$ cat src/rtl/hcs_pkg.sv
`timescale 1ns/1ps
package hcs_pkg;
  localparam int          DATA_W   = 32;
  localparam int          CODE_W   = 8;
  localparam int          WR_FLAG  = 7;
  localparam logic [6:0]  SEL_STS  = 7'h03;
  localparam logic [6:0]  SEL_CTL  = 7'h02;
  localparam int          OVR_LSB  = 16;
  localparam int          OVR_W    = 2;
  localparam int          SRST_BIT = 0;

  typedef struct packed {
    logic rd_any;
    logic rd_sts;
    logic rd_ctl;
    logic wr_sts;
    logic wr_ctl;
  } hcs_acc_t;
endpackage

$ cat src/rtl/hcs_cmd_decode.sv
`timescale 1ns/1ps
module hcs_cmd_decode
  import hcs_pkg::*;
(
  input  logic              valid_i,
  input  logic              ready_i,
  input  logic [CODE_W-1:0] cmd_i,
  output hcs_acc_t          acc_o
);
  logic       take;
  logic       is_wr;
  logic [6:0] sel;

  always_comb begin
    take         = valid_i & ready_i;
    is_wr        = cmd_i[WR_FLAG];
    sel          = cmd_i[6:0];
    acc_o.rd_any = take & ~is_wr;
    acc_o.rd_sts = take & ~is_wr & (sel == SEL_STS);
    acc_o.rd_ctl = take & ~is_wr & (sel == SEL_CTL);
    acc_o.wr_sts = take &  is_wr & (sel == SEL_STS);
    acc_o.wr_ctl = take &  is_wr & (sel == SEL_CTL);
  end
endmodule

$ cat src/rtl/hcs_irq_status.sv
`timescale 1ns/1ps
module hcs_irq_status #(
  parameter int NEVT = 8
) (
  input  logic            clk,
  input  logic            rst_n,
  input  logic            hold_i,
  input  logic            clr_we_i,
  input  logic [NEVT-1:0] clr_mask_i,
  input  logic [NEVT-1:0] evt_i,
  output logic [NEVT-1:0] sts_o
);
  logic [NEVT-1:0] sts_q;
  logic [NEVT-1:0] sts_d;
  logic            sts_en;

  for (genvar i = 0; i < NEVT; i++) begin : g_bit
    always_comb begin
      if (hold_i) sts_d[i] = 1'b0;
      else        sts_d[i] = evt_i[i] | (sts_q[i] & ~(clr_we_i & clr_mask_i[i]));
    end
  end

  always_comb sts_en = hold_i | clr_we_i | (|evt_i);

  always_ff @(posedge clk or negedge rst_n) begin
    if (!rst_n)      sts_q <= '0;
    else if (sts_en) sts_q <= sts_d;
  end

  assign sts_o = sts_q;

  AST_HOST_NEVER_SETS: assert property (@(posedge clk) disable iff (!rst_n)
    1'b1 |=> ((sts_q & ~$past(sts_q) & ~$past(evt_i)) == '0));
  AST_EVENT_WINS: assert property (@(posedge clk) disable iff (!rst_n)
    (!hold_i && (evt_i != '0)) |=> ((sts_q & $past(evt_i)) == $past(evt_i)));
  AST_HOLD_CLEARS: assert property (@(posedge clk) disable iff (!rst_n)
    hold_i |=> (sts_q == '0));
endmodule

$ cat src/rtl/hcs_ctrl_status.sv
`timescale 1ns/1ps
module hcs_ctrl_status
  import hcs_pkg::*;
#(
  parameter int RST_CYCLES = 64
) (
  input  logic             clk,
  input  logic             rst_n,
  input  logic             wr_ctl_i,
  input  logic             wr_srst_i,
  input  logic             ovr_evt_i,
  output logic [OVR_W-1:0] ovr_cnt_o,
  output logic             srst_req_o,
  output logic             srst_pulse_o,
  output logic             hold_o
);
  localparam int CW = (RST_CYCLES > 1) ? $clog2(RST_CYCLES) : 1;
  localparam logic [CW-1:0] CNT_LOAD = CW'(RST_CYCLES - 1);

  logic             req_q,   req_d;
  logic [CW-1:0]    cnt_q,   cnt_d;
  logic [OVR_W-1:0] ovr_q,   ovr_d;
  logic             pulse_q, pulse_d;
  logic             start;
  logic             done;
  logic             state_en;

  always_comb begin
    start = wr_ctl_i & wr_srst_i & ~req_q;
    done  = req_q & (cnt_q == '0);

    req_d = req_q;
    if (start)     req_d = 1'b1;
    else if (done) req_d = 1'b0;

    cnt_d = cnt_q;
    if (start)                     cnt_d = CNT_LOAD;
    else if (req_q && !done)       cnt_d = cnt_q - 1'b1;

    ovr_d = ovr_q;
    if (start || req_q) ovr_d = '0;
    else if (ovr_evt_i) ovr_d = ovr_q + 1'b1;

    pulse_d  = start;
    state_en = start | req_q | ovr_evt_i | pulse_q;
  end

  always_ff @(posedge clk or negedge rst_n) begin
    if (!rst_n) begin
      req_q   <= 1'b0;
      cnt_q   <= '0;
      ovr_q   <= '0;
      pulse_q <= 1'b0;
    end else if (state_en) begin
      req_q   <= req_d;
      cnt_q   <= cnt_d;
      ovr_q   <= ovr_d;
      pulse_q <= pulse_d;
    end
  end

  assign ovr_cnt_o    = ovr_q;
  assign srst_req_o   = req_q;
  assign srst_pulse_o = pulse_q;
  assign hold_o       = start | req_q;

  AST_OVR_STEP: assert property (@(posedge clk) disable iff (!rst_n)
    (ovr_evt_i && !hold_o) |=> (ovr_q == $past(ovr_q) + 2'd1));
  AST_PULSE_SINGLE: assert property (@(posedge clk) disable iff (!rst_n)
    pulse_q |=> !pulse_q);
  AST_REQ_ENDS_ON_ZERO: assert property (@(posedge clk) disable iff (!rst_n)
    $fell(req_q) |-> (cnt_q == '0));
  AST_OVR_ZERO_IN_RESET: assert property (@(posedge clk) disable iff (!rst_n)
    req_q |=> (ovr_q == '0));
endmodule

$ cat src/rtl/hcs_regfile.sv
`timescale 1ns/1ps
module hcs_regfile
  import hcs_pkg::*;
#(
  parameter int NEVT       = 8,
  parameter int RST_CYCLES = 64,
  parameter int OVR_BIT    = 0
) (
  input  logic              clk,
  input  logic              rst_n,
  input  logic              bus_valid,
  output logic              bus_ready,
  input  logic [7:0]        bus_cmd,
  input  logic [31:0]       bus_wdata,
  output logic              rd_valid,
  output logic [31:0]       rd_data,
  input  logic [NEVT-1:0]   evt_set,
  input  logic              ovr_evt,
  input  logic [NEVT-1:0]   irq_en,
  input  logic              irq_master_en,
  output logic              irq,
  output logic              hc_busy,
  output logic              hc_rst_pulse
);
  hcs_acc_t         acc;
  logic [NEVT-1:0]  sts;
  logic [NEVT-1:0]  evt_all;
  logic [OVR_W-1:0] ovr_cnt;
  logic             srst_req;
  logic             hold;
  logic [31:0]      rd_d;
  logic [31:0]      rd_q;
  logic             rdv_q;
  logic             unused_wdata;

  assign unused_wdata = ^bus_wdata;
  assign bus_ready    = ~srst_req;

  hcs_cmd_decode u_dec (
    .valid_i (bus_valid),
    .ready_i (bus_ready),
    .cmd_i   (bus_cmd),
    .acc_o   (acc)
  );

  always_comb begin
    evt_all          = evt_set;
    evt_all[OVR_BIT] = evt_set[OVR_BIT] | ovr_evt;
  end

  hcs_irq_status #(.NEVT(NEVT)) u_sts (
    .clk        (clk),
    .rst_n      (rst_n),
    .hold_i     (hold),
    .clr_we_i   (acc.wr_sts),
    .clr_mask_i (bus_wdata[NEVT-1:0]),
    .evt_i      (evt_all),
    .sts_o      (sts)
  );

  hcs_ctrl_status #(.RST_CYCLES(RST_CYCLES)) u_ctl (
    .clk          (clk),
    .rst_n        (rst_n),
    .wr_ctl_i     (acc.wr_ctl),
    .wr_srst_i    (bus_wdata[SRST_BIT]),
    .ovr_evt_i    (ovr_evt),
    .ovr_cnt_o    (ovr_cnt),
    .srst_req_o   (srst_req),
    .srst_pulse_o (hc_rst_pulse),
    .hold_o       (hold)
  );

  always_comb begin
    rd_d = '0;
    if (acc.rd_sts) begin
      rd_d[NEVT-1:0] = sts;
    end else if (acc.rd_ctl) begin
      rd_d[OVR_LSB +: OVR_W] = ovr_cnt;
      rd_d[SRST_BIT]         = srst_req;
    end
  end

  always_ff @(posedge clk or negedge rst_n) begin
    if (!rst_n) begin
      rd_q  <= '0;
      rdv_q <= 1'b0;
    end else begin
      rdv_q <= acc.rd_any;
      if (acc.rd_any) rd_q <= rd_d;
    end
  end

  assign rd_valid = rdv_q;
  assign rd_data  = rd_q;
  assign hc_busy  = srst_req;
  assign irq      = irq_master_en & (|(sts & irq_en));

  AST_READ_ANSWERED: assert property (@(posedge clk) disable iff (!rst_n)
    (bus_valid && bus_ready && !bus_cmd[WR_FLAG]) |=> rd_valid);
  AST_BUSY_BLOCKS: assert property (@(posedge clk) disable iff (!rst_n)
    (bus_valid && !bus_ready) |=> !rd_valid);
  AST_IRQ_QUIET: assert property (@(posedge clk) disable iff (!rst_n)
    (sts == '0) |-> !irq);
endmodule

$ cat config.mk
export PLATFORM = sky130hd
export DESIGN_NAME = hcs_regfile
export DESIGN_NICKNAME = d
export VERILOG_FILES = /design/src/rtl/hcs_pkg.sv /design/src/rtl/hcs_cmd_decode.sv /design/src/rtl/hcs_irq_status.sv /design/src/rtl/hcs_ctrl_status.sv /design/src/rtl/hcs_regfile.sv
export SDC_FILE = /design/constraint.sdc
export NUM_CORES = 1
export LEC_CHECK = 0
export BUFFER_PORTS_ARGS = -buffer_cell sky130_fd_sc_hd__clkbuf_2
export CAP_MARGIN = 20
export CORE_ASPECT_RATIO = 1.2
export CORE_MARGIN = 3
export CORE_UTILIZATION = 35
export DETAILED_ROUTE_END_ITERATION = 7
export PLACE_DENSITY_LB_ADDON = 0.05
export SKIP_CTS_REPAIR_TIMING = 1
export SYNTH_ARGS = -nofsm -noshare
export SYNTH_HDL_FRONTEND = slang
export SYNTH_SLANG_ARGS = --single-unit
$ cat constraint.sdc
create_clock -name clk -period 1.7 [get_ports clk]
set_clock_uncertainty 0.15 [all_clocks]
set_input_delay 0.34 -clock clk [delete_from_list [all_inputs] [get_ports clk]]
set_output_delay 0.34 -clock clk [all_outputs]
set_load 0.05 [all_outputs]
== Yosys cells after proc, flatten, opt, wreduce, memory -nomap -nowiden ==
Cells that the tools add are included.

* Add/sub/neg operators: 2
* Equality and inequality tests: 2
* Multiplexer cells: 19
* Bitwise gates (word level): 52
* Reduce and logical (&&, ||, !) cells: 12

{| class="wikitable"
|+ Operator list
! kind !! count
|-
| AND 1 bit || 27
|-
| OR reduction 8 bit || 2
|-
| equality test 7 x 2 -> 1 bit, second input constant || 2
|-
| bitwise OR 1 bit || 14
|-
| 2-to-1 mux 1 bit || 12
|-
| 2-to-1 mux 6 bit || 2
|-
| NOT 1 bit || 10
|-
| AND 8 bit || 1
|-
| 2-to-1 mux 2 bit || 4
|-
| 2-to-1 mux 7 bit || 1
|-
| zero test 6 bit || 1
|-
| AND reduction 2 bit || 3
|-
| nonzero test 2 bit || 3
|-
| subtractor 6 x 1 -> 6 bit, second input constant || 1
|-
| adder 2 x 1 -> 2 bit, second input constant || 1
|-
| logical AND 1 bit || 1
|-
| zero test 1 bit || 1
|-
| logical OR 1 bit || 1
|}

* Bits in registers: 29
* Input bits: 61
* Output and inout port bits: 37
* Word-level logic and storage cells: 94

== Longest topological paths before layout ==
Gate-level depths: netlist (run 1).

* Depth in word-level cells: 10
* Mapped depth: 6
* Depth with buffers taken out: 6

== Modules after synthesis ==
From an unflattened synthesis (run 1), not the netlist that was laid out.

* Cells, all modules: 167
* Area total of the unflattened synthesis: 1631.6 um^2

{| class="wikitable"
|+ By module, submodules not included
! module !! times used !! cells each !! area an instance (um^2) !! sequential area each (um^2)
|-
| hcs_regfile || 1 || 77 || 669.4 || 275.3
|-
| hcs_ctrl_status || 1 || 46 || 483.0 || 250.2
|-
| hcs_irq_status || 1 || 34 || 414.1 || 200.2
|-
| hcs_cmd_decode || 1 || 10 || 65.1 || 0.0
|}

== Worst setup path before layout (run 1) ==
Ideal clock, no wire load.

* Kind: register -> register
* From: reg u_ctl.req_q, in the netlist u_ctl.srst_req_o
* To: reg u_sts.sts_q[1], in the netlist u_sts.sts_o[1]
* Setup time: 0.123 ns
* Arrival: 1.803 ns
* Required time: 1.427 ns
* Setup slack: -0.376 ns
* Stages on the path, launching flop included: 6
* Buffers on the path: 1
* Path through: dfrtp_1 > inv_1 > and3_1 > clkbuf_1 > nand4b_1 > o221a_2

* Word-level cells in the longest chain between the ends: 9
* Elaborated cells between the ends (all ways): 15

{| class="wikitable"
|+ RTL lines
! item !! line !! text
|-
| from (decl) || hcs_ctrl_status.sv:20 || <nowiki>logic req_q, req_d;</nowiki>
|-
| from (signal assigned) || hcs_ctrl_status.sv:55 || <nowiki>req_q <= req_d;</nowiki>
|-
| NOT 1 bit * || hcs_regfile.sv:37 || <nowiki>assign bus_ready = ~srst_req;</nowiki>
|-
| net bus_ready || hcs_regfile.sv:12 || <nowiki>output logic bus_ready,</nowiki>
|-
| AND 1 bit || hcs_cmd_decode.sv:15 || <nowiki>take = valid_i & ready_i;</nowiki>
|-
| AND 1 bit || hcs_cmd_decode.sv:21, hcs_cmd_decode.sv:22 ||
|-
| AND 1 bit (on tied branches) || hcs_cmd_decode.sv:22, hcs_cmd_decode.sv:21 ||
|-
| AND 1 bit (on tied branches) || hcs_ctrl_status.sv:29, hcs_irq_status.sv:20 ||
|-
| AND 1 bit / NOT 1 bit (equally long branches) || hcs_ctrl_status.sv:29, hcs_irq_status.sv:20 ||
|-
| bitwise OR 1 bit / AND 1 bit (equally long branches) || hcs_ctrl_status.sv:65, hcs_irq_status.sv:20 ||
|-
| bitwise OR 1 bit (on tied branches) || hcs_irq_status.sv:24, hcs_irq_status.sv:20 ||
|-
| bitwise OR 1 bit / 2-to-1 mux 1 bit (equally long branches) || hcs_irq_status.sv:24, hcs_irq_status.sv:19 ||
|-
| to (signal assigned) || hcs_irq_status.sv:28 || <nowiki>else if (sts_en) sts_q <= sts_d;</nowiki>
|-
| to (decl) || hcs_irq_status.sv:13 || <nowiki>logic [NEVT-1:0] sts_q;</nowiki>
|}

Mark *: on every way through the listed nets, which the timed path passes. The rest lies on a longest branch.
A chain may end at the register's enable or synchronous reset.

== Final worst setup path (run 1) ==
* From: reg u_ctl.cnt_q[1]
* To: reg u_ctl.cnt_q[0]

* Word-level cells in the longest chain between the ends: 6

{| class="wikitable"
|+ RTL lines
! item !! line !! text
|-
| from (decl) || hcs_ctrl_status.sv:21 || <nowiki>logic [CW-1:0] cnt_q, cnt_d;</nowiki>
|-
| from (signal assigned) || hcs_ctrl_status.sv:56 || <nowiki>cnt_q <= cnt_d;</nowiki>
|-
| zero test 6 bit || hcs_ctrl_status.sv:30 || <nowiki>done = req_q & (cnt_q == '0);</nowiki>
|-
| AND 1 bit || hcs_ctrl_status.sv:30 ||
|-
| zero test 1 bit || hcs_ctrl_status.sv:38 || <nowiki>else if (req_q && !done) cnt_d = cnt_q - 1'b1;</nowiki>
|-
| logical AND 1 bit || hcs_ctrl_status.sv:38 ||
|-
| nonzero test 2 bit (no source line) || - ||
|-
| AND reduction 2 bit (no source line) || - ||
|}

Every way passes these cells.

==> results by stage, run 1 <==
Place:
- OpenSTA, run right after detailed placement, puts the worst setup slack at -0.0514 ns.
- Counting tap cells, the placed design contains a total of between 200 and 300 instances.
- The final weighted congestion in routability-driven placement is 0.699.
- The port buffer count is 51.
- Once detailed placement completed, the half-perimeter wirelength came to about 2800 um.

CTS:
- The total number of clock tree sinks is 29.
- The H-tree was split into 2 levels.
- TritonCTS built the clock tree.
- The root cell of the clock tree is clkbuf_8.
- Buffers inserted during clock tree synthesis total 5.
- The clock latency on the worst-skew pair is 0.28 ns.
- The clock passes through at most 2 buffers.
- The clock transition at the registers of the reported paths is 0.07 ns.

STA:
- The summed negative setup slack over all endpoints is -0.0305 ns.
- The shortest period the worst path allows is between 1.5 and 2 ns.
- Setup repair after global routing could not meet its margin everywhere.
- In the post-route analysis, the smallest setup slack over all paths is -0.0189 ns.
- The tightest hold margin is approximately 0.18 ns.
- Of the available clock period, the critical path in the final layout requires 1.01.
- The final-report max-slew violation count is 0.
- Based on the critical path, the design can be clocked at up to between 500 and 600 MHz.
- The count of endpoints failing setup in the final report is 2.
- The hold violation count in the final report is 0.

Yosys:
- The portion of the post-synthesis area used by sequential elements is 0.476.
- The synthesized-area fraction occupied by ao, oa, aoi and oai cells came to 0.166.
- In this run, synthesis inferred 0 flip-flops with an integrated enable.
- The cell count after synthesis is 142.
- The top cell type's share of synthesized area is 0.476.
- Of the total synthesized cell area, the portion taken by AND, OR, NAND and NOR gates is 0.166.
- The synthesized netlist occupies a cell area of roughly 1500 um2.
- The adder and majority cell fraction of the synthesized area is 0.0164.
- The count of cell types in the netlist is 34.
- Sorting the synthesized cells by area gives the leading types as dfrtp_1 48%, buf_4 11%, o221a_2 5.2%.
- The library cell occupying the most area in the post-synthesis netlist is dfrtp_1.
- After synthesis, the largest family of logic cells by area is simple AND/OR/NAND/NOR gates.
- The average instance in the mapped netlist occupies about 11 um2.
- Counting flops and latches in the post-synthesis netlist gives 29.
- The parity-gate share of the synthesized area counting xor and xnor cells is 0.0172.
- The fraction of synthesis flops using an asynchronous set or reset pin is 1.00.
- In the synthesized netlist the dominant register cell turns out to be dfrtp_1.
- Yosys printed 0 warnings.
- After synthesis, the share of cell area in mux cells is 0.0139.

Setup path:
- The critical path goes through inv_2, ha_4, nand2b_4, o41ai_4, buf_4, xnor2_1, nand2_1.
- The sort of element at the end of the critical path is a flip-flop.
- Following the worst setup path forward leads to its endpoint at u_ctl.cnt_q[0]$_DFFE_PN0P_.
- The launching instance or port of the critical path is u_ctl.cnt_q[1]$_DFFE_PN0P_.
- Counting cells, the worst reg-to-reg path comes to 7.
- The internal reg-to-reg setup slack is -0.02 ns.
- In this design, the stage delay of the slowest critical-path cell is around 0.4 ns.
- Data on the critical path is required at its endpoint by roughly 1.7 ns.
- The largest individual stage delay along the critical path comes from the cell dfrtp_1.
- The critical path class is flip-flop to flip-flop.
- In this run the worst path has a maximum fanout of 3.
- Data arrives at the worst endpoint at about 1.7 ns.
- The worst flop-to-flop path startpoint is u_ctl.cnt_q[1]$_DFFE_PN0P_.
- The worst reg2reg path endpoint is u_ctl.cnt_q[0]$_DFFE_PN0P_.
- The worst setup path is launched from a flip-flop.

Run status:
- The final reports fail on setup timing.
- The flow ran to the end, but the final reports show violations.

Route:
- The detailed-route via count is around 1200.
- The post-detailed-route DRC marker count is 0.
- The total wirelength of the detailed-routed design is between 3000 and 4000 um.
- The first routing iteration left 34 violations.
- The average wire per cell in the routed design is approximately 14 um.
- The via density per instance is ~4.7.
- The length of the first detailed-routing pass in iterations is 4.
- Once detail routing completed, the nets flagged for antenna violations numbered 0.

Power and ir drop:
- The sequential fraction of design power is 0.487.
- The share of total power dissipated in combinational logic is 0.131.
- For this design the total switching power over the nets is 405 uW.
- Of the total power, the share spent switching nets is 0.286.
- The worst voltage drop across the vdd grid is 411 uV.
- The clock network fraction of design power is 0.382.
- The static power due to leakage is 1.03 nW.
- In this run the power density over the cells is 690 nW/um2.
- The design internal power is 1.01 mW.

Die:
- The number of placement rows is 25.
- The effective utilization at floorplan is 0.375.
- The floorplan die height is a little under 80 um.
- between 90 and 100 I/O pins were placed.
- The die outline width is roughly 66 um.
- The die covers 5190 um2.
- After floorplanning, the core was sized to cover between 4000 and 5000 um2.

Cells and area:
- The final net count is between 200 and 300.
- The repair_antennas step left the layout with diodes totalling 0.
- The post-synthesis to final-layout area growth is 34.5%.
- The final design utilization is 0.505.
- In the final layout, the share of cells above drive strength 1 is 0.493.
- The final cell count without fillers is about 270.

Worst hold path:
- The worst min-delay path category is primary input to flip-flop.
- The start point of the worst hold path is bus_valid.

GRT:
- For this run, the total global-route usage over all layers was measured as 0.146.
- Summed over all layers, the global routing overflow is 0.
- The first global-routing pass estimated 5700 um of wire.
- Entering global routing, the biggest net connects 30 pins.
- The via count of the first global-routing pass is between 1000 and 1500.
- The number of antenna violations at the first check in global routing is 0.

Flow run:
- The count of maximum capacitance violations is 0.
state kept, by name (all words and copies together), names as in the netlist:
| register | flops |
|---|---|
| rd_data | 10 |
| rd_valid | 1 |
| u_ctl.cnt_q | 6 |
| u_ctl.ovr_cnt_o | 2 |
| u_ctl.srst_pulse_o | 1 |
| u_ctl.srst_req_o | 1 |
| u_sts.sts_o | 8 |
per-stage QoR:
step | cell area [um2] | power, mW
after floorplan | 1650 | 0.860
after global placement | 1860 | 0.883
after detailed placement | 1860 | 0.885
after CTS | 1940 | 1.43
after global routing | 2050 | 1.49
final | 2050 | 1.42
placed cells by master, fill, tap and decap left out, drive strengths merged, types with 3 or more instances in the layout:
master	count
nor2	6
clkbuf	55
o31ai	3
a22o	8
a22oi	4
o221a	7
nand3	5
nand2	14
conb	22
dfrtp	29
nand4b	7
inv	7
buf	16
power by group through the flow:
stage               combinational, mW  clock (mW)  sequential (mW)
finish                          0.186       0.540            0.690
global route                    0.199       0.601            0.689
CTS                             0.182       0.563            0.690
detailed placement              0.182           0            0.703
global placement                0.181           0            0.703
floorplan                       0.157           0            0.703
metal layers:
metal  part of all wire  routed length [um]  up-vias  global-route usage
li1                   -                   -      614                   -
met1               0.41                1490      573               0.180
met5                  0                   0        -                   0
met3              0.066                 241        6              0.0401
met4              0.014                  51        0              0.0671
met2               0.51                1860       48               0.233
cells by family after synthesis:
family / after synthesis
other: 1
adders and majority gates: 2
xor gates and xnor gates: 3
muxes: 2
DFF: 29
and+or+nand+nor: 42
AOI/OAI and AO/OA: 28
buffers and inverters: 35
critical path: cells and delay by family, from the launching register on:
family / cells / cell delay, ns
AO/OA/AOI/OAI: 1 / 0.39
XOR/XNOR: 1 / 0.11
adder cells (fa/ha/maj): 1 / 0.15
buffers and inverters: 2 / 0.27
flip-flops: 1 / 0.40
AND/OR/NAND/NOR: 2 / 0.13
how the worst min path moves through the flow:
| stage | endpoint | slack [ns] | cells past startpoint |
|---|---|---|---|
| after floorplan | rd_data[0]$_DFFE_PN0N_ | -0.11 | 0 |
| after global placement | u_ctl.cnt_q[4]$_DFFE_PN0P_ | 0.21 | 2 |
| after detailed placement | u_ctl.cnt_q[4]$_DFFE_PN0P_ | 0.22 | 2 |
| after CTS | u_ctl.cnt_q[4]$_DFFE_PN0P_ | -0.08 | 2 |
| after global routing | u_sts.sts_o[1]$_DFFE_PN0P_ | 0.20 | 2 |
| final | rd_valid$_DFF_PN0_ | 0.18 | 3 |
cells in the mapped netlist (all sizes together), types with 2 or more instances:
library cell / instances
nor3: 2
nor2: 6
clkbuf: 2
o221a: 7
ha: 2
or3: 2
buf: 25
a22oi: 4
nand4b: 7
nand2: 14
dfrtp: 29
xnor2: 2
a22o: 8
o31ai: 3
inv: 8
o211ai: 2
nand3: 5
cell type report:
type / instances / area, um2
clock inverters: 3 / 17.5
repair buffers: 67 / 384
flip-flops and latches: 29 / 727
fillers: 404 / 2010
clock buffers: 5 / 68.8
well taps: 54 / 67.6
multi-input cells: 99 / 753
inverters: 8 / 33.8
(Power assumes the default switching activity.)
==> inputs of run 2 (changes only) <==
--- a/config.mk
+++ b/config.mk
@@ -10,6 +10,7 @@
 export CORE_ASPECT_RATIO = 1.2
 export CORE_MARGIN = 3
 export CORE_UTILIZATION = 35
+export CTS_CLUSTER_SIZE = 25
 export DETAILED_ROUTE_END_ITERATION = 7
 export PLACE_DENSITY_LB_ADDON = 0.05
 export SKIP_CTS_REPAIR_TIMING = 1
==> constraint.sdc (replaced) <==
create_clock -name clk -period 1.4 [get_ports clk]
set_clock_uncertainty 0.15 [all_clocks]
set_input_delay 0.28 -clock clk [delete_from_list [all_inputs] [get_ports clk]]
set_output_delay 0.28 -clock clk [all_outputs]
set_load 0.05 [all_outputs]
==> run 2 against run 1 <==
The flow still finishes with violations (setup timing); sequential share of layout area decreased by 4.1 points; sequential cell count unchanged; non-clock buffer count rose by 20; core utilization grew 6.6 points; critical path depth is 3 lower; first-iteration DRC count is 47% lower; register-to-register slack got worse by 0.28 ns; via count up 6.3%; clock power grew 91%; combinational power is 29% higher; largest cell class unchanged; largest power group is now clock.
==> results by stage, run 2 (synthesis gave the netlist of run 1 again) <==
Setup path:
- The critical path class is flip-flop to flip-flop.
- In this run the critical register-to-register path is launched from u_ctl.cnt_q[1]$_DFFE_PN0P_.
- The endpoint of the worst setup timing path is u_ctl.cnt_q[5]$_DFFE_PN0P_.
- The internal reg-to-reg setup slack is -0.30 ns.
- At the worst endpoint, the arrival time is roughly 1.7 ns.
- The endpoint identified for the worst register-to-register timing path is u_ctl.cnt_q[5]$_DFFE_PN0P_.
- STA classifies the critical path endpoint as a flip-flop.
- Measured in cells, the most critical reg-to-reg path has a length of 4.
- In this run the worst setup path begins at u_ctl.cnt_q[1]$_DFFE_PN0P_.
- STA classifies the critical path startpoint as a flip-flop.
- Along the worst path, the maximum fanout reaches 3.
- At the worst endpoint, the required time is 1.42 ns.

Cells and area:
- The post-synthesis to final-layout area growth is 52.3%.
- The flip-flop count of the largest register after layout is 10.
- The final layout contains about 290 nets.
- The final design utilization is 0.571.
- The multi-input combinational cells in the finished layout cover a total of around 800 um2.
- The finished cells cover 2320 um2.
- Counting the fill cells in the layout gives ~380.
- The top cell types in the final layout, fill and taps aside, are 47 x clkbuf_2, 32 x buf_4, 28 x dfrtp_1.
- The footprint of the flip-flops and latches is 727 um2.
- Leaving out fill and tap cells, the most frequent cell in the layout is clkbuf_2.
- In the final layout, the share of cells above drive strength 1 is 0.558.
- The repair_antennas step left the layout with diodes totalling 0.

Power and ir drop:
- The share of total power consumed by net switching is 0.242.
- For this design the total switching power over the nets is between 500 and 600 uW.
- The share of total power dissipated in combinational logic is 0.114.
- Across the VDD grid, the largest voltage drop is between 400 and 500 uV.
- The clock network fraction of design power is 0.489.
- The share of total power dissipated in sequential elements is 0.397.
- The power per standard cell area is roughly 900 nW/um2.
- Internal power comes to ~1.6 mW.
- The static power due to leakage is around 1.2 nW.

Run status:
- The final reports fail on setup timing.
- The run finished, with violations left.

Flow run:
- The count of maximum capacitance violations is 0.

STA:
- The count of endpoints failing setup in the final report is 26.
- The routed design could run at a clock period as short as between 1.5 and 2 ns.
- Across all setup checks in the final design, the least slack found is -0.296 ns.
- The fmax is 590 MHz.
- The final-report max-slew violation count is 0.
- Setup repair after global routing could not meet its margin everywhere.
- Dividing the final minimum period by the clock period gives 1.21.
- On the final layout, the worst hold slack is roughly 0.12 ns.
- The hold violation count in the final report is 0.

GRT:
- The total routing resource utilization after global routing is 0.157.
- The first global-routing pass estimated around 6200 um of wire.
- Entering global routing, the biggest net connects 17 pins.
- The number of antenna violations at the first check in global routing came to 0.
- The via count of the first global-routing pass is between 1000 and 1500.
- The total grt overflow is 0.

Route:
- The post-detailed-route DRC marker count is 0.
- The average wire per cell in the routed design is 13.4 um.
- The via density per instance is 4.63.
- Summing over every cut layer, the via total after detailed routing is 1319.
- The post-detailed-route count of antenna-violating nets is 0.
- Before antenna repair, the detailed router went through 4 iterations.
- Wires add up to around 3800 um.
- The first-iteration detailed-routing DRC count is 18.

Die:
- The area of the die is between 5000 and 6000 um2.
- The initialized floorplan defines 25 standard-cell rows.
- The die is 66.3 um wide.
- The effective utilization at floorplan is 0.375.
- The die is 78.3 um tall.
- The number of primary I/O pins is just under 100.
- The area of the core is between 4000 and 5000 um2.

CTS:
- The clock transition at the registers of the reported paths is around 0.07 ns.
- The number of clock buffers added by TritonCTS is 5.
- The H-tree was split into 2 levels.
- The total number of clock tree sinks is 29.
- TritonCTS built the clock tree.
- The clock passes through at most 2 buffers.
- The clock latency on the worst-skew pair is approximately 0.28 ns.
- Clock tree synthesis selected as its root buffer the cell clkbuf_8.

Worst hold path:
- The start point of the worst hold path is evt_set[0].
- The worst min-delay path category is primary input to flip-flop.

Place:
- The worst slack at placement is -0.329 ns.
- In this run the tool buffered the top-level ports with between 50 and 60 buffer cells.
- The congestion estimate from routability-driven global placement came to about 0.8.
- Summing all placed instances gives a cell area of a little over 2000 um2.
- The final HPWL from detailed placement is 3110 um.
## run 2: layer usage
metal,GRT usage,part of all wire
met5,0,0
met4,0.0610,0.016
met3,0.0515,0.062
met2,0.265,0.52
met1,0.179,0.40
## run 2: stage by stage
| step | TNS [ns] | std cells | power, mW |
|---|---|---|---|
| global route | -4.74 | 285 | 2.19 |
| finish | -2.77 | 285 | 2.11 |
| floorplan | -8.41 | 163 | 1.05 |
| CTS | -4.64 | 283 | 2.13 |
| detailed placement | -7.76 | 275 | 1.09 |
| global placement | -7.39 | 275 | 1.08 |
## run 2: power by group through the flow
stage	Combinational, mW	Sequential, mW	Clock, mW
finish	0.240	0.838	1.03
global route	0.257	0.837	1.09
CTS	0.233	0.838	1.06
detailed placement	0.233	0.853	0
global placement	0.229	0.853	0
floorplan	0.192	0.854	0
## run 2: worst min path at each step
stage                                 end  slack (ns)  cells past startpoint
4_1_cts        u_ctl.cnt_q[0]$_DFFE_PN0P_       -0.23                      1
5_1_grt        u_sts.sts_o[3]$_DFFE_PN0P_        0.13                      2
3_5_place_dp   u_ctl.cnt_q[0]$_DFFE_PN0P_        0.08                      1
6_report       u_sts.sts_o[0]$_DFFE_PN0P_        0.12                      3
3_3_place_gp   u_ctl.cnt_q[5]$_DFFE_PN0P_        0.07                      1
2_1_floorplan      rd_data[0]$_DFFE_PN0N_       -0.17                      0
## run 2: cell type report
type	instances	area share
inverter	8	0.0145
timing repair buffer	87	0.241
sequential	29	0.313
tap	54	0.0291
clock inverter	3	0.0280
multi-input combinational	99	0.345
clock buffer	5	0.0296
## run 2: worst max-delay path, stage by stage, from the launching register on
cell	delay [ns]
dfrtp_1	0.38
or4b_4	0.57
nor3_4	0.20
mux2i_1	0.22
nand2_1	0.07
==> inputs of run 3 (changes only) <==
--- a/config.mk
+++ b/config.mk
@@ -12,6 +12,7 @@
 export CORE_UTILIZATION = 35
 export CTS_CLUSTER_SIZE = 25
 export DETAILED_ROUTE_END_ITERATION = 7
+export GPL_TIMING_DRIVEN = 0
 export PLACE_DENSITY_LB_ADDON = 0.05
 export SKIP_CTS_REPAIR_TIMING = 1
 export SYNTH_ARGS = -nofsm -noshare
==> run 3 against run 2 <==
The flow finishes with violations (hold timing, setup timing); hold slack got worse by 0.22 ns; routed wire length rose by 3.0%; sequential power barely moved; combinational power rose by 16%; clock power fell by 33%; largest power group is now sequential cells; non-clock buffer count rose by 1; first-iteration DRC count rose by 56%; final cell count rose by 0.35%; global-route usage fell by 1.1 points; highest routed layer unchanged; register-to-register slack got worse by 0.04 ns; fmax fell by 2.2%; setup slack got worse by 0.039 ns.
==> results by stage, run 3 (synthesis gave the netlist of run 1 again) <==
CTS:
- The clock latency on the worst-skew pair is about 0.27 ns.
- The total clock buffers created by CTS is 5.
- The maximum count of clock buffers along a single path is 2.
- The CTS tree is yes.
- The root buffer cell chosen for the clock tree is clkbuf_8.
- The number of H-tree levels is 2.
- The total number of clock tree sinks is 29.
- Clock-pin slew was measured on the worst setup and hold paths at approximately 0.060 ns.

Setup path:
- At the worst endpoint, the required time is 1.41 ns.
- The worst flop-to-flop path startpoint is u_ctl.cnt_q[1]$_DFFE_PN0P_.
- STA classifies the critical path startpoint as a flip-flop.
- The endpoint of the worst setup timing path is u_ctl.cnt_q[0]$_DFFE_PN0P_.
- The launching instance or port of the critical path is u_ctl.cnt_q[1]$_DFFE_PN0P_.
- In this run the worst path has a maximum fanout of 3.
- In this run the critical register-to-register path is captured at u_ctl.cnt_q[0]$_DFFE_PN0P_.
- The critical path class is flip-flop to flip-flop.
- Measured in cells, the most critical reg-to-reg path has a length of 7.
- For the worst setup path, the data arrival time is roughly 1.8 ns.
- The sort of element at the end of the critical path is a flip-flop.
- The internal reg-to-reg setup slack is -0.33 ns.

Route:
- The detailed-route via count is 1336.
- The first routing iteration left 28 violations.
- After detailed routing, the average wire length per cell comes to 13.7 um.
- The via density per instance is about 4.7.
- After detailed routing, the total wire length is just under 4000 um.
- The count of nets left with antenna violations once routing finished came out at 0.
- The length of the first detailed-routing pass in iterations is 4.
- The post-detailed-route DRC marker count is 0.

Power and ir drop:
- Of the total power, the clock network draws 0.382.
- The analysis attributes to net switching a power of 482 uW.
- The share of total power consumed by net switching is 0.267.
- The sequential fraction of design power is 0.464.
- The share of total power dissipated in combinational logic is 0.154.
- For this design the ratio of total power to cell area is slightly below 800 nW/um2.
- The internal portion of the total power is about 1.3 mW.
- The static power due to leakage is around 1.2 nW.
- The worst-case IR drop observed on VDD is 352 uV.

GRT:
- For this run, the total global-route usage over all layers was measured as 0.145.
- The first global-routing pass estimated a little under 6000 um of wire.
- The total grt overflow is 0.
- The via count of the first global-routing pass is 1281.
- The maximum number of pins on one net before global-route repair is 30.
- The number of antenna violations at the first check in global routing came to 0.

Cells and area:
- The fraction of layout instances using a drive strength above 1 is 0.595.
- The library cells used most frequently in the layout, excluding fill and tap cells, are 48 x clkbuf_2, 32 x buf_4, 27 x dfrtp_1.
- The final cell count without fillers is approximately 290.
- After the last flow step, the layout net total stands at about 290.
- The footprint of the flip-flops and latches is roughly 730 um2.
- Leaving out fill and tap cells, the most frequent cell in the layout is clkbuf_2.
- The repair_antennas step left the layout with diodes totalling 0.
- The register with the most flip-flops in the layout has 10 of them.
- At the end of the flow the core is filled with cells to 0.569.
- The final instance area is between 2000 and 2500 um2.
- The post-synthesis to final-layout area growth is 51.6%.
- The area of the multi-input gates is between 800 and 900 um2.
- The number of filler cells placed in the layout is around 390.

Place:
- Detailed placement finished with a half-perimeter wire length of 2950 um.
- The number of cells after detailed placement is around 270.
- In this run the cell area measured after placement is approximately 2000 um2.
- The congestion estimate from routability-driven global placement came to approximately 0.82.
- Buffers placed on the I/O ports in this run total 51.

Die:
- The number of placement rows is 25.
- The die is 66.3 um wide.
- The initial utilization of the core area, before any placement, comes to 0.375.
- The area of the die is between 5000 and 6000 um2.
- The area of the core is ~4100 um2.
- Pin placement for this block handled 98 I/O pins.
- The floorplan die height is a little under 80 um.

STA:
- The fmax is about 580 MHz.
- Across all setup checks in the final design, the least slack found is -0.335 ns.
- The tightest hold path in the finished design has a slack of -0.101 ns.
- Setup repair after global routing could not meet its margin everywhere.
- Dividing the final minimum period by the clock period gives 1.24.
- In the final timing run, aggregate negative setup slack is -3.03 ns.
- The routed design could run at a clock period as short as ~1.7 ns.
- Headroom to the max-slew limit came out at 0.517.
- Setup violations remaining at the end of the flow were counted as 26.
- The final-report max-slew violation count is 0.
- The hold violation count in the final report is 29.
- The pin slew with the least headroom to its limit is between 0.7 and 0.8 ns.

Run status:
- The final reports fail on hold timing, setup timing.
- The run finished, with violations left.

Flow run:
- The count of maximum capacitance violations is 0.

Worst hold path:
- The worst min-delay path category is primary input to async pin.
[run 3: cell types whose count changed in the layout (fill, tap and decap cells not counted), sizes merged]
cell	before	now
buf	39	40
bufinv	2	0
clkbuf	52	56
clkinv	1	0
dlygate4sd3	1	0
[run 3: worst max-delay path: stages (launching register included)]
cell and delay (ns):
dfrtp_1 0.40, inv_2 0.10, ha_4 0.15, nand2b_4 0.06
o41ai_4 0.39, buf_4 0.19, xnor2_2 0.11, nand2_1 0.07
[run 3: worst min-delay path by stage]
| stage | start | endpoint | slack, ns | cells past startpoint |
|---|---|---|---|---|
| 2_1_floorplan | rst_n | rd_data[0]$_DFFE_PN0N_ | -0.17 | 0 |
| 3_3_place_gp | rst_n | u_ctl.cnt_q[5]$_DFFE_PN0P_ | 0.20 | 1 |
| 3_5_place_dp | rst_n | u_ctl.cnt_q[5]$_DFFE_PN0P_ | 0.22 | 1 |
| 4_1_cts | rst_n | u_ctl.cnt_q[5]$_DFFE_PN0P_ | -0.08 | 1 |
| 5_1_grt | rst_n | u_ctl.cnt_q[5]$_DFFE_PN0P_ | -0.05 | 1 |
| 6_report | rst_n | u_ctl.cnt_q[5]$_DFFE_PN0P_ | -0.10 | 1 |
[run 3: final cells by class]
class,instances,share of cell area
Timing Repair Buffer,62,0.156
Inverter,8,0.0146
Tap cell,54,0.0292
Multi-Input combinational cell,99,0.364
Sequential cell,29,0.315
Clock buffer,8,0.0390
Buffer,26,0.0823
[run 3: power by group through the flow]
stage / registers [mW] / logic [mW] / clock network [mW]
5_1_grt: 0.838 / 0.296 / 0.748
3_3_place_gp: 0.853 / 0.266 / 0
2_1_floorplan: 0.854 / 0.192 / 0
4_1_cts: 0.838 / 0.269 / 0.706
6_report: 0.838 / 0.279 / 0.690
3_5_place_dp: 0.853 / 0.269 / 0
[run 3: through the flow]
step | worst slack, ns | total power, mW
after global placement | -0.390 | 1.12
after floorplan | -0.402 | 1.05
after CTS | -0.435 | 1.81
after detailed placement | -0.374 | 1.12
final | -0.335 | 1.81
after global routing | -0.400 | 1.88
[run 3: routing by layer]
metal | vias to the layer above | track usage | routed length (um)
met5 | - | 0 | 0
met1 | 631 | 0.179 | 1600
met4 | 0 | 0.0549 | 29
met3 | 4 | 0.0401 | 245
met2 | 48 | 0.239 | 2050
li1 | 653 | - | -
